File: config.mk
export PLATFORM = sky130hd
export DESIGN_NAME = lpi_hpp_scanner
export DESIGN_NICKNAME = d
export VERILOG_FILES = /design/src/rtl/lpi_scan_pkg.sv /design/src/rtl/lpi_cfg_decode.sv /design/src/rtl/lpi_best_track.sv /design/src/rtl/lpi_scan_fsm.sv /design/src/rtl/lpi_hpp_scanner.sv
export SDC_FILE = /design/constraint.sdc
export NUM_CORES = 1
export LEC_CHECK = 0
export CORE_MARGIN = 10
export CORE_UTILIZATION = 52
export CTS_BUF_LIST = sky130_fd_sc_hd__clkbuf_4
export DETAILED_ROUTE_END_ITERATION = 8
export MAX_ROUTING_LAYER = met4
export PLACE_DENSITY = 0.8
export SYNTH_ARGS = -nofsm -noshare
export SYNTH_HDL_FRONTEND = slang
export SYNTH_SLANG_ARGS = --single-unit
export TNS_END_PERCENT = 10
File: constraint.sdc
create_clock -name clk -period 3.13 [get_ports clk]
set_input_delay 0.313 -clock clk [delete_from_list [all_inputs] [get_ports clk]]
set_output_delay 0.313 -clock clk [all_outputs]
set_load 0.03 [all_outputs]
File: src/rtl/lpi_scan_pkg.sv
package lpi_scan_pkg;

    // First interrupt ID handled by the scanner
    localparam int unsigned LPI_FIRST_ID  = 8192;
    // Smallest effective ID-bits value whose range reaches LPI_FIRST_ID
    localparam int unsigned MIN_SPAN_BITS = 13;
    // Priority value meaning "no candidate"
    localparam logic [7:0]  PRIO_NONE     = 8'hFF;
    // Priority field of a configuration byte
    localparam logic [7:0]  PRIO_FIELD    = 8'hFC;

    typedef enum logic [1:0] {
        GRP_SEC0 = 2'd0,
        GRP_SEC1 = 2'd1,
        GRP_NS1  = 2'd2
    } irq_grp_e;

    typedef enum logic [2:0] {
        S_IDLE,
        S_CHECK,
        S_PEND_RD,
        S_BITS,
        S_CFG_RD,
        S_DONE
    } scan_state_e;

    // Index of the lowest set bit of a byte (0 if none)
    function automatic logic [2:0] lowest_set(input logic [7:0] v);
        logic [2:0] r;
        r = 3'd0;
        for (int i = 7; i >= 0; i--) begin
            if (v[i]) r = 3'(i);
        end
        return r;
    endfunction

endpackage

File: src/rtl/lpi_cfg_decode.sv
module lpi_cfg_decode
    import lpi_scan_pkg::*;
(
    input  logic [7:0] cfg_byte,
    input  logic       sec_dis,
    output logic       enabled,
    output logic [7:0] prio
);

    logic [7:0] raw;

    always_comb begin
        raw     = cfg_byte & PRIO_FIELD;
        enabled = cfg_byte[0];
        if (sec_dis) begin
            prio = raw;
        end else begin
            prio = (raw >> 1) | 8'h80;
        end
    end

endmodule

File: src/rtl/lpi_best_track.sv
module lpi_best_track
    import lpi_scan_pkg::*;
#(
    parameter int ID_W = 14
) (
    input  logic            clk,
    input  logic            rst_n,
    input  logic            clear,
    input  logic            cand_vld,
    input  logic [ID_W-1:0] cand_id,
    input  logic [7:0]      cand_prio,
    output logic [ID_W-1:0] work_id,
    output logic [7:0]      work_prio
);

    logic better;

    always_comb begin
        better = (cand_prio < work_prio) ||
                 ((cand_prio == work_prio) && (cand_id < work_id));
    end

    always_ff @(posedge clk or negedge rst_n) begin
        if (!rst_n) begin
            work_prio <= PRIO_NONE;
            work_id   <= '1;
        end else if (clear) begin
            work_prio <= PRIO_NONE;
            work_id   <= '1;
        end else if (cand_vld && better) begin
            work_prio <= cand_prio;
            work_id   <= cand_id;
        end
    end

endmodule

File: src/rtl/lpi_scan_fsm.sv
module lpi_scan_fsm
    import lpi_scan_pkg::*;
#(
    parameter  int ADDR_W     = 32,
    parameter  int IDB_W      = 5,
    parameter  int MAX_IDBITS = 13,
    localparam int ID_W       = MAX_IDBITS + 1,
    localparam int BYTE_W     = ID_W - 3
) (
    input  logic              clk,
    input  logic              rst_n,
    input  logic              start,
    input  logic              lpi_en,
    input  logic              sec_dis,
    input  logic [ADDR_W-1:0] cfg_base,
    input  logic [ADDR_W-1:0] pend_base,
    input  logic [IDB_W-1:0]  idbits,
    input  logic              mem_gnt,
    input  logic [7:0]        mem_rdata,
    output logic              mem_req,
    output logic [ADDR_W-1:0] mem_addr,
    output logic              track_clear,
    output logic              eval_stb,
    output logic [ID_W-1:0]   cand_id,
    output logic              sec_dis_q,
    output logic              publish,
    output logic              done
);

    localparam logic [BYTE_W-1:0] FIRST_BYTE = BYTE_W'(LPI_FIRST_ID / 8);
    localparam logic [ID_W-1:0]   FIRST_ID   = ID_W'(LPI_FIRST_ID);

    scan_state_e state_q, state_d;

    logic [ADDR_W-1:0] cfg_base_q, pend_base_q;
    logic [BYTE_W-1:0] byte_q, last_byte_q;
    logic [7:0]        mask_q;
    logic [2:0]        bit_q;
    logic              again_q;

    // Input qualification, used only in S_CHECK
    logic [IDB_W-1:0]  eff_bits;
    logic [BYTE_W:0]   span_bytes;
    logic [BYTE_W-1:0] last_calc;
    logic              gate_ok;
    logic              mask_empty, at_last;

    always_comb begin
        eff_bits   = (idbits > IDB_W'(MAX_IDBITS)) ? IDB_W'(MAX_IDBITS) : idbits;
        span_bytes = (BYTE_W+1)'(1) << (eff_bits - IDB_W'(2));
        last_calc  = BYTE_W'(span_bytes - (BYTE_W+1)'(1));
        gate_ok    = lpi_en && (|cfg_base) && (|pend_base) &&
                     (eff_bits >= IDB_W'(MIN_SPAN_BITS));
        mask_empty = (mask_q == 8'h00);
        at_last    = (byte_q == last_byte_q);
    end

    // State register
    always_ff @(posedge clk or negedge rst_n) begin
        if (!rst_n) state_q <= S_IDLE;
        else        state_q <= state_d;
    end

    // Next state
    always_comb begin
        state_d = state_q;
        unique case (state_q)
            S_IDLE:    if (start) state_d = S_CHECK;
            S_CHECK:   state_d = gate_ok ? S_PEND_RD : S_DONE;
            S_PEND_RD: if (mem_gnt) state_d = S_BITS;
            S_BITS: begin
                if (!mask_empty)  state_d = S_CFG_RD;
                else if (at_last) state_d = S_DONE;
                else              state_d = S_PEND_RD;
            end
            S_CFG_RD:  if (mem_gnt) state_d = S_BITS;
            S_DONE:    state_d = (again_q || start) ? S_CHECK : S_IDLE;
            default:   state_d = S_IDLE;
        endcase
    end

    // Datapath registers
    always_ff @(posedge clk or negedge rst_n) begin
        if (!rst_n) begin
            cfg_base_q  <= '0;
            pend_base_q <= '0;
            sec_dis_q   <= 1'b0;
            last_byte_q <= '0;
            byte_q      <= '0;
            mask_q      <= '0;
            bit_q       <= '0;
        end else begin
            unique case (state_q)
                S_CHECK: begin
                    cfg_base_q  <= cfg_base;
                    pend_base_q <= pend_base;
                    sec_dis_q   <= sec_dis;
                    last_byte_q <= last_calc;
                    byte_q      <= FIRST_BYTE;
                    mask_q      <= '0;
                end
                S_PEND_RD: if (mem_gnt) mask_q <= mem_rdata;
                S_BITS: begin
                    if (!mask_empty)  bit_q  <= lowest_set(mask_q);
                    else if (!at_last) byte_q <= byte_q + BYTE_W'(1);
                end
                S_CFG_RD:  if (mem_gnt) mask_q[bit_q] <= 1'b0;
                default: ;
            endcase
        end
    end

    // Restart latch
    always_ff @(posedge clk or negedge rst_n) begin
        if (!rst_n) begin
            again_q <= 1'b0;
        end else if (state_q == S_DONE) begin
            again_q <= 1'b0;
        end else if (start && (state_q != S_IDLE)) begin
            again_q <= 1'b1;
        end
    end

    // Outputs
    always_comb begin
        cand_id     = {byte_q, bit_q};
        mem_req     = 1'b0;
        mem_addr    = '0;
        track_clear = 1'b0;
        eval_stb    = 1'b0;
        publish     = 1'b0;
        done        = 1'b0;
        unique case (state_q)
            S_CHECK:   track_clear = gate_ok;
            S_PEND_RD: begin
                mem_req  = 1'b1;
                mem_addr = pend_base_q + ADDR_W'(byte_q);
            end
            S_BITS:    publish = mask_empty && at_last;
            S_CFG_RD: begin
                mem_req  = 1'b1;
                mem_addr = cfg_base_q + ADDR_W'(cand_id - FIRST_ID);
                eval_stb = mem_gnt;
            end
            S_DONE:    done = 1'b1;
            default: ;
        endcase
    end

endmodule

File: src/rtl/lpi_hpp_scanner.sv
module lpi_hpp_scanner
    import lpi_scan_pkg::*;
#(
    parameter  int ADDR_W     = 32,
    parameter  int IDB_W      = 5,
    parameter  int MAX_IDBITS = 13,
    localparam int ID_W       = MAX_IDBITS + 1
) (
    input  logic              clk,
    input  logic              rst_n,
    input  logic              start,
    input  logic              lpi_en,
    input  logic              sec_dis,
    input  logic [ADDR_W-1:0] cfg_base,
    input  logic [ADDR_W-1:0] pend_base,
    input  logic [IDB_W-1:0]  idbits,
    output logic              mem_req,
    output logic [ADDR_W-1:0] mem_addr,
    input  logic              mem_gnt,
    input  logic [7:0]        mem_rdata,
    output logic [ID_W-1:0]   best_id,
    output logic [7:0]        best_prio,
    output logic [1:0]        best_grp,
    output logic              best_valid,
    output logic              done
);

    logic            track_clear, eval_stb, sec_dis_q, publish;
    logic [ID_W-1:0] cand_id, work_id;
    logic            cfg_en, cand_vld;
    logic [7:0]      cfg_prio, work_prio;

    lpi_scan_fsm #(
        .ADDR_W     (ADDR_W),
        .IDB_W      (IDB_W),
        .MAX_IDBITS (MAX_IDBITS)
    ) u_fsm (
        .clk         (clk),
        .rst_n       (rst_n),
        .start       (start),
        .lpi_en      (lpi_en),
        .sec_dis     (sec_dis),
        .cfg_base    (cfg_base),
        .pend_base   (pend_base),
        .idbits      (idbits),
        .mem_gnt     (mem_gnt),
        .mem_rdata   (mem_rdata),
        .mem_req     (mem_req),
        .mem_addr    (mem_addr),
        .track_clear (track_clear),
        .eval_stb    (eval_stb),
        .cand_id     (cand_id),
        .sec_dis_q   (sec_dis_q),
        .publish     (publish),
        .done        (done)
    );

    lpi_cfg_decode u_dec (
        .cfg_byte (mem_rdata),
        .sec_dis  (sec_dis_q),
        .enabled  (cfg_en),
        .prio     (cfg_prio)
    );

    assign cand_vld = eval_stb && cfg_en;

    lpi_best_track #(.ID_W(ID_W)) u_best (
        .clk       (clk),
        .rst_n     (rst_n),
        .clear     (track_clear),
        .cand_vld  (cand_vld),
        .cand_id   (cand_id),
        .cand_prio (cfg_prio),
        .work_id   (work_id),
        .work_prio (work_prio)
    );

    // Published result, refreshed only when a full scan completes
    always_ff @(posedge clk or negedge rst_n) begin
        if (!rst_n) begin
            best_valid <= 1'b0;
            best_prio  <= PRIO_NONE;
            best_id    <= '0;
            best_grp   <= GRP_SEC0;
        end else if (publish) begin
            best_valid <= (work_prio != PRIO_NONE);
            best_prio  <= work_prio;
            best_id    <= (work_prio != PRIO_NONE) ? work_id : '0;
            best_grp   <= (work_prio != PRIO_NONE) ? GRP_NS1 : GRP_SEC0;
        end
    end

endmodule

==> run_results.csv, run 1 <==
group,metric,value,unit
yosys,ys.flop_type,"dfrtp_1",
route,wl,30000,um
worst_hold_path,min_delay_path_depth,3,
layout,final_area,12700,um2
setup_path,critPathKind,"register to output port",
layout,final_common_cell,"nand2_1",
clocking,root_buffer,"clkbuf_4",
timing,hold_viol,0,
power,combPwrFrac,54.4,%
worst_hold_path,hp-class,"input pin to register",
clocking,clock_path_buffers,2,
placement,numPortBuffers,140,
yosys,netlist_instances,1163,
route,drt_iter0_drc,588,
placement,preCtsSetupSlack,-63.1,ps
route,wl_per_cell,18.7,um
setup_path,r2r-start,"u_fsm.sec_dis_q$_DFFE_PN0N_",
timing,period_minus_slack,3650,ps
layout,drive_above_1_share,20.2,%
global_route,grt_usage,25.0,%
clocking,cts_buffers,17,
yosys,syn-cell-area,9780,um2
yosys,synth_fp_nets,1315,
timing,fin_worst_skew,22.9,ps
yosys,synth-seq-cells,147,
setup_path,r2r_cells,10,
placement,hpwl,22600,um
timing,clock.fmax,0.274,GHz
floorplanning,io_pins,142,
timing,slew_headroom,43.0,%
layout,fin_nets,1507,
clocking,htree_num_levels,4,
clocking,clock_latency,560,ps
floorplanning,dieHeight,157,um
route,first_pass_iters,5,
global_route,grt_overflow,0,
floorplanning,design.core.area,18600,um2
power,internal-power,0.00523,W
setup_path,critPathLaunchType,"register",
power,p_total,0.00978,W
timing,period_share,117,%
power,powerDensity,770,nW/um2
setup_path,arrival,3340,ps
global_route,grt_max_degree,82,
global_route,grt_pass1_wl,48400,um
global_route,grt_pass1_vias,9201,
placement,numPlacedInstances,1559,
power,p_switching,0.00455,W
route,drc,0,
worst_hold_path,hold_end,"u_fsm.sec_dis_q$_DFFE_PN0N_",
run_status,violations,"negative setup slack",
setup_path,critPathMaxFanout,12,
setup_path,worst_setup_path_end_kind,"output port",
timing,setup_ws,-520,ps
power,pwr-share-clk,11.2,%
timing,finalSetupTns,-9850,ps
yosys,async_flop_share,100,%
floorplanning,fp.dieW,157,um
worst_hold_path,hp-start,"sec_dis",
clocking,path_clk_slew,130,ps
setup_path,r2r-end,"u_best.work_id[5]$_DFFE_PN1P_",
layout,fin_cells,1603,
yosys,avgSynthCellArea,8.41,um2
floorplanning,start_util,52.6,%
clocking,cts_tree,"done",
layout,syn_to_final_growth,29.9,%
timing,worst_pin_slew,855,ps
run_status,status,"complete, but fails checks",
clocking,clkSinkCount,147,
yosys,synthesis.yosys.warnings,0,
setup_path,reg2reg_slack,290,ps
setup_path,critical_path_required,2820,ps
power,p_sw_share,46.6,%
timing,setup_viol,26,
route,drtAntennaViolNets,0,
run,maxCapViolCount,0,
floorplanning,die_area,24700,um2
yosys,synth_edf_count,0,
power,leakage,6.03,nW
placement,postPlaceCellArea,12000,um2
timing,finalMaxSlewViolations,0,
timing,rsz0062_at_grt,"yes",
yosys,ys_types,75,
placement,gp_congestion,0.965,
floorplanning,num_rows,50,
power,seqPwrFrac,34.4,%
layout,final_cell_mix,"280 x nand2_1, 116 x dfrtp_1, 109 x clkdlybuf4s50_1",
yosys,synth_seq_area_share,38.0,%
route,viasPerCell,5.83,
global_route,antenna_found_initial,1,
power,ir_worst_vdd,0.000416,V
route,vias,9350,
## cell type report
type	instances	area, um2
timing repair buffer	232	2200
inverter	47	180
clock buffer	18	135
sequential	147	3720
clock inverter	14	105
tap	234	293
multi-input combinational	910	6070
antenna	1	2.50
fill	1491	5870
## power groups by stage
| stage | registers [W] | clock network (W) | logic [W] |
|---|---|---|---|
| 4_1_cts | 0.00335 | 0.00112 | 0.00520 |
| 2_1_floorplan | 0.00311 | 0 | 0.00347 |
| 6_report | 0.00337 | 0.00109 | 0.00532 |
| 3_3_place_gp | 0.00331 | 0 | 0.00490 |
| 5_1_grt | 0.00345 | 0.00120 | 0.00586 |
| 3_5_place_dp | 0.00334 | 0 | 0.00503 |
## metrics by stage
step           util [%]  hold slack [ps]
2_1_floorplan         -             17.4
3_3_place_gp       64.5              378
3_5_place_dp       64.5              380
4_1_cts            67.6              241
5_1_grt            68.4              241
6_report           68.4              273
## cell families after synthesis
group,share of synthesized area (%)
simple gates,22.3
compound gates,18.7
flops,38.0
buf+inv,4.50
xor+xnor,6.63
fa+ha+maj,8.98
mux,0.908
other cells,0.0383
## state kept, by name, summed over array words and instances, names as in the netlist, 11 cells and up
signal / cells
u_fsm.last_byte_q: 11
u_fsm.byte_q: 11
best_id: 14
u_fsm.cfg_base_q: 32
u_best.work_id: 14
u_fsm.pend_base_q: 32
## worst max path at each step
stage | from | end | slack (ps) | cells after the start
2_1_floorplan | u_fsm.byte_q[10]$_DFFE_PN0P_ | mem_addr[26] | -100 | 11
3_3_place_gp | u_fsm.bit_q[0]$_DFFE_PN0P_ | mem_addr[24] | 9 | 13
3_5_place_dp | u_fsm.bit_q[0]$_DFFE_PN0P_ | mem_addr[24] | -60 | 13
4_1_cts | u_fsm.cfg_base_q[8]$_DFFE_PN0N_ | mem_addr[31] | -520 | 12
5_1_grt | u_fsm.cfg_base_q[8]$_DFFE_PN0N_ | mem_addr[31] | -700 | 13
6_report | u_fsm.byte_q[10]$_DFFE_PN0P_ | mem_addr[29] | -520 | 13
## per-layer routing
| metal | track usage (%) | part of all wire [%] | up-vias |
|---|---|---|---|
| met3 | 4.12 | 5.7 | 43 |
| met2 | 38.8 | 47 | 330 |
| met4 | 6.46 | 1.8 | 0 |
| met5 | - | 0 | - |
| li1 | - | - | 4471 |
| met1 | 33.6 | 45 | 4506 |
## worst max-delay path, cell delays in order (launching register included)
cell	delay, ps
dfrtp_1	410
clkinvlp_4	160
buf_12	180
ha_1	310
buf_4	170
nand4_1	180
nor2_1	80
or3_1	310
a21oi_1	190
o31ai_1	90
a21oi_1	170
xor2_1	240
o22ai_2	100
buf_6	160
## timing repair
| item | CTS | global route |
|---|---|---|
| pin swaps | 31 | 14 |
| resized for setup | 57 | 32 |
| hold buffers | 1 | 0 |
| setup buffers | 9 | 1 |
| cloned | 0 | 0 |
| hold endpoints to repair | 66 | 0 |
| endpoints found under the setup margin | 30 | 31 |
## cell usage after synthesis, drive strengths merged (7+ instances only)
master / instances / area share (%)
mux2: 7 / 0.81
a31oi: 14 / 0.90
o21ai: 61 / 3.1
a22o: 19 / 1.7
nor3: 29 / 1.5
nor4: 22 / 1.5
nand3: 23 / 1.2
or3: 9 / 0.58
xor2: 33 / 3.0
a211o: 11 / 0.98
a211oi: 8 / 0.67
a21oi: 70 / 3.6
clkbuf: 46 / 1.8
nand2: 281 / 11
buf: 12 / 0.81
dfstp: 30 / 8.1
ha: 67 / 8.6
dfrtp: 117 / 30
nand4: 18 / 1.3
nand2b: 10 / 0.64
inv: 47 / 1.8
xnor2: 41 / 3.7
and3: 11 / 0.70
a21o: 25 / 1.9
nor2: 47 / 1.8
o22ai: 31 / 2.0
No activity file was read; power rests on OpenSTA's default activity.
==> run 2: changes to the inputs <==
--- a/config.mk
+++ b/config.mk
@@ -5,7 +5,7 @@
 export SDC_FILE = /design/constraint.sdc
 export NUM_CORES = 1
 export LEC_CHECK = 0
-export CORE_MARGIN = 10
+export CORE_MARGIN = 3
 export CORE_UTILIZATION = 52
 export CTS_BUF_LIST = sky130_fd_sc_hd__clkbuf_4
 export DETAILED_ROUTE_END_ITERATION = 8
==> run 2 against run 1 <==
Against the previous run: the flow still finishes with violations (negative setup slack); clock skew fell by 1.5 ps; critical path depth did not move; total power grew 5.1%; first-iteration DRC count rose by 23%; via count is 1.3% higher; clock power grew 27%; register-to-register slack better by 20 ps; largest power group unchanged.
==> run_results.csv, run 2 (synthesis gave the netlist of run 1 again) <==
group,metric,value,unit
floorplanning,dieHeight,143,um
route,first_pass_iters,5,
timing,setup_viol,26,
layout,drive_above_1_share,22.8,%
layout,syn_to_final_growth,34.5,%
layout,final_common_cell,"nand2_1",
global_route,grt_pass1_wl,47100,um
route,drtAntennaViolNets,0,
run_status,violations,"negative setup slack",
route,wl,29400,um
timing,slew_headroom,52.3,%
setup_path,critPathKind,"register to output port",
setup_path,worst_setup_path_end_kind,"output port",
global_route,grt_overflow,0,
floorplanning,io_pins,142,
clocking,clkSinkCount,147,
route,wl_per_cell,17.8,um
floorplanning,num_rows,49,
timing,setup_ws,-677,ps
global_route,grt_max_degree,61,
layout,fillCellCount,1380,
worst_hold_path,hp-class,"input pin to asynchronous set/reset pin",
clocking,cts_buffers,17,
timing,period_minus_slack,3810,ps
clocking,clock_latency,610,ps
setup_path,r2r-end,"u_best.work_id[7]$_DFFE_PN1P_",
setup_path,arrival,3490,ps
layout,final_util,72.2,%
layout,fin_nets,1557,
timing,finalMaxSlewViolations,0,
route,viasPerCell,5.75,
setup_path,critical_path_required,2820,ps
floorplanning,start_util,53.7,%
setup_path,r2r-start,"u_fsm.byte_q[4]$_DFFE_PN0P_",
route,vias,9476,
clocking,clock_path_buffers,2,
layout,final_cell_mix,"280 x nand2_1, 143 x buf_4, 117 x dfrtp_1",
timing,fin_worst_skew,21.3,ps
layout,reg_top3,"u_fsm.cfg_base_q: 32 flops, u_fsm.pend_base_q: 32 flops",
power,powerDensity,781,nW/um2
placement,numPortBuffers,140,
clocking,htree_num_levels,4,
global_route,grt_usage,29.8,%
floorplanning,design.core.area,18200,um2
clocking,path_clk_slew,150,ps
timing,rsz0062_at_grt,"yes",
timing,clock.fmax,0.263,GHz
timing,period_share,122,%
power,p_total,0.0103,W
clocking,cts_tree,"done",
floorplanning,die_area,20500,um2
run_status,status,"complete, but fails checks",
setup_path,critPathLaunchType,"register",
timing,finalSetupTns,-11690,ps
global_route,grt_pass1_vias,9166,
placement,preCtsSetupSlack,-306,ps
setup_path,r2r_cells,13,
power,leakage,6.28,nW
route,drc,0,
placement,gp_congestion,1.01,
clocking,root_buffer,"clkbuf_4",
timing,worst_pin_slew,716,ps
route,drt_iter0_drc,723,
power,ir_worst_vdd,0.000527,V
timing,hold_viol,0,
global_route,antenna_found_initial,2,
placement,hpwl,21900,um
setup_path,reg2reg_slack,310,ps
run,maxCapViolCount,0,
setup_path,critPathMaxFanout,3,
floorplanning,fp.dieW,143,um
run 2: cell types whose count changed in the layout (fill, tap and decap cells not counted), sizes merged:
cell	delta
dlygate4sd2	+3
clkinvlp	+1
dlymetal6s2s	-2
clkbuf	-1
clkinv	-5
buf	+48
clkdlybuf4s15	+1
bufinv	+3
inv	+2
run 2: critical path, cell delays in order, from the launching register on:
cell	delay [ps]
dfrtp_1	480
ha_4	290
buf_4	100
a21o_1	120
a21o_1	150
a21oi_2	70
o211ai_1	330
nand3_1	180
buf_4	180
a211oi_2	240
xor2_1	370
a21oi_1	120
nand2_1	120
buf_6	140
run 2: stage by stage:
stage | std cells | hold slack (ps) | area, um2
2_1_floorplan | 1163 | 17.4 | 9880
3_3_place_gp | 1598 | 330 | 12300
3_5_place_dp | 1598 | 333 | 12300
4_1_cts | 1643 | 217 | 13000
5_1_grt | 1648 | 220 | 13200
6_report | 1648 | 227 | 13200
run 2: worst max path at each step:
| stage | start | end | slack [ps] | depth (start not counted) |
|---|---|---|---|---|
| 2_1_floorplan | u_fsm.byte_q[10]$_DFFE_PN0P_ | mem_addr[26] | -100 | 11 |
| 3_3_place_gp | u_fsm.byte_q[5]$_DFFE_PN0P_ | mem_addr[29] | -260 | 11 |
| 3_5_place_dp | u_fsm.byte_q[1]$_DFFE_PN0P_ | mem_addr[25] | -310 | 11 |
| 4_1_cts | u_fsm.cfg_base_q[8]$_DFFE_PN0N_ | mem_addr[31] | -550 | 12 |
| 5_1_grt | u_fsm.byte_q[10]$_DFFE_PN0P_ | mem_addr[31] | -790 | 13 |
| 6_report | u_fsm.byte_q[2]$_DFFE_PN0P_ | mem_addr[30] | -680 | 13 |
run 2: area by class of cell:
type	count	area (um2)	area share, %
diodes	1	2.50	0.0190
clock buffers	17	128	0.970
clock inverters	15	196	1.49
inverters	47	180	1.37
multi-input cells	910	6070	46.2
flip-flops and latches	147	3720	28.3
well taps	229	287	2.18
repair buffers	282	2570	19.6
run 2: where the power goes:
group	switching (W)	total (W)	internal [W]
Combinational	0.00319	0.00558	0.00239
Sequential	0.000646	0.00332	0.00267
Clock	0.000809	0.00138	0.000575
run 2: repair_timing:
| item | CTS | global route |
|---|---|---|
| setup buffers | 13 | 4 |
| pin swaps | 46 | 20 |
| endpoints found under the hold margin | 57 | 0 |
| hold buffers | 1 | 0 |
| resized for setup | 75 | 17 |
| endpoints found under the setup margin | 31 | 29 |
run 2: routing by layer:
| layer | GRT usage (%) | share of wire (%) |
|---|---|---|
| met3 | 5.02 | 7.2 |
| met2 | 45.1 | 46 |
| met4 | 8.55 | 2.4 |
| met5 | - | 0 |
| met1 | 41.5 | 44 |
==> run 3: changes to the inputs <==
--- a/config.mk
+++ b/config.mk
@@ -9,6 +9,7 @@
 export CORE_UTILIZATION = 52
 export CTS_BUF_LIST = sky130_fd_sc_hd__clkbuf_4
 export DETAILED_ROUTE_END_ITERATION = 8
+export GPL_ROUTABILITY_DRIVEN = 0
 export MAX_ROUTING_LAYER = met4
 export PLACE_DENSITY = 0.8
 export SYNTH_ARGS = -nofsm -noshare
==> run 3 against run 2 <==
Against the previous run: the run still ends with negative setup slack left; via count is 2.6% higher; first-iteration DRC count is 30% higher; critical path depth is 1 higher; final area is 1.5% lower; final cell count is 0.42% lower; clock power is 12% lower; clock skew is 1.0 ps lower; utilization is 1.1 points lower; worst hold slack better by 64 ps; sequential share of layout area is 0.45 points higher; worst setup slack better by 69 ps.
==> run_results.csv, run 3 (synthesis gave the netlist of run 1 again) <==
group,metric,value,unit
clocking,clock_latency,570,ps
layout,drive_above_1_share,22.0,%
run_status,violations,"negative setup slack",
global_route,antenna_found_initial,1,
setup_path,r2r-start,"u_fsm.byte_q[4]$_DFFE_PN0P_",
floorplanning,dieHeight,143,um
clocking,cts_buffers,17,
timing,worst_pin_slew,1020,ps
setup_path,critPathLaunchType,"register",
global_route,grt_overflow,0,
global_route,grt_max_degree,110,
timing,period_minus_slack,3740,ps
layout,final_common_cell,"nand2_1",
placement,numPortBuffers,140,
floorplanning,fp.dieW,143,um
clocking,clock_path_buffers,2,
timing,period_share,119,%
floorplanning,design.core.area,18200,um2
run,maxCapViolCount,0,
run_status,status,"complete, but fails checks",
layout,final_area,13000,um2
route,wl_per_cell,18.0,um
global_route,grt_usage,29.4,%
setup_path,arrival,3430,ps
setup_path,startpoint,"u_fsm.byte_q[10]$_DFFE_PN0P_",
route,vias,9720,
power,powerDensity,778,nW/um2
setup_path,worstSetupEndpoint,"mem_addr[31]",
timing,hold_viol,0,
setup_path,reg2reg_slack,270,ps
route,drtAntennaViolNets,0,
clocking,cts_tree,"done",
route,drc,0,
clocking,path_clk_slew,130,ps
setup_path,critPathMaxFanout,5,
power,ir_worst_vdd,0.000447,V
timing,fin_worst_skew,20.3,ps
timing,clock.fmax,0.267,GHz
placement,postPlaceCellArea,12200,um2
global_route,grt_pass1_wl,46400,um
timing,hold_ws,291,ps
floorplanning,start_util,53.7,%
timing,setup_ws,-608,ps
layout,syn_to_final_growth,32.4,%
clocking,clkSinkCount,147,
layout,final_cell_mix,"280 x nand2_1, 145 x buf_4, 116 x dfrtp_1",
setup_path,critPathKind,"register to output port",
layout,reg_top3,"u_fsm.cfg_base_q: 32 flops, u_fsm.pend_base_q: 32 flops",
setup_path,critical_path_required,2820,ps
timing,finalMaxSlewViolations,0,
worst_hold_path,hp-class,"input pin to register",
setup_path,r2r_cells,13,
clocking,root_buffer,"clkbuf_4",
clocking,htree_num_levels,4,
floorplanning,num_rows,49,
route,first_pass_iters,8,
placement,hpwl,21800,um
route,drt_iter0_drc,943,
route,wl,29500,um
floorplanning,die_area,20500,um2
layout,final_util,71.1,%
timing,slew_headroom,32.0,%
global_route,grt_pass1_vias,9114,
setup_path,worst_setup_path_end_kind,"output port",
timing,rsz0062_at_grt,"yes",
layout,fin_nets,1550,
timing,setup_viol,25,
route,viasPerCell,5.92,
setup_path,r2r-end,"u_best.work_id[3]$_DFFE_PN1P_",
power,leakage,6.22,nW
floorplanning,io_pins,142,
run 3: repair_timing:
action | CTS | global route
endpoints found under the setup margin | 31 | 29
gates resized for setup | 64 | 22
hold buffers | 1 | 0
buffers inserted | 10 | 5
pin swaps | 35 | 16
hold endpoints to repair | 78 | 0
gates cloned | 0 | 0
run 3: report_power, final:
| group | internal [W] | switching, W |
|---|---|---|
| combinational | 0.00235 | 0.00321 |
| sequential | 0.00267 | 0.000634 |
| clock | 0.000476 | 0.000733 |
run 3: metal layers:
layer / global-route usage [%] / routed length [um] / up-vias
li1: - / - / 4555
met1: 40.2 / 12800 / 4633
met2: 44.8 / 13600 / 457
met3: 4.89 / 2190 / 75
met4: 9.60 / 899 / 0
met5: - / 0 / -
run 3: area by class of cell:
| type | count | area, um2 |
|---|---|---|
| clock buffers | 18 | 135 |
| fillers | 1341 | 5260 |
| well taps | 229 | 287 |
| inverters | 47 | 180 |
| flip-flops and latches | 147 | 3720 |
| clock inverters | 14 | 138 |
| diodes | 1 | 2.50 |
| multi-input cells | 910 | 6020 |
| repair buffers | 275 | 2470 |
run 3: worst min path at each step:
stage	start	end	cells after the start
6_report	cfg_base[20]	u_fsm.cfg_base_q[20]$_DFFE_PN0N_	3
5_1_grt	pend_base[13]	u_fsm.pend_base_q[13]$_DFFE_PN0N_	3
4_1_cts	pend_base[11]	u_fsm.pend_base_q[11]$_DFFE_PN0N_	3
3_5_place_dp	u_fsm.cfg_base_q[0]$_DFFE_PN0N_	u_fsm.cfg_base_q[0]$_DFFE_PN0N_	2
3_3_place_gp	u_fsm.cfg_base_q[7]$_DFFE_PN0N_	u_fsm.cfg_base_q[7]$_DFFE_PN0N_	2
2_1_floorplan	rst_n	best_grp[1]$_DFFE_PN0P_	0
run 3: critical path, stage by stage (launching register included):
cell and delay, ps:
dfrtp_1 400, clkinvlp_4 150, buf_4 170, ha_4 240
a21o_1 170, o21bai_1 150, a21oi_1 180, o21ai_2 110
o41ai_4 400, buf_4 210, o31ai_4 70, a41oi_2 230
xnor2_1 160, o22ai_2 100, buf_6 150
run 3: per-stage QoR:
step                power, W  worst slack (ps)  setup TNS (ps)  cells
floorplan            0.00658              -102            -718   1163
global placement     0.00834              -239            -643   1592
detailed placement   0.00854              -336           -1110   1592
CTS                  0.00992              -576          -10140   1635
global route          0.0108              -786          -14350   1641
finish                0.0101              -608          -10670   1641
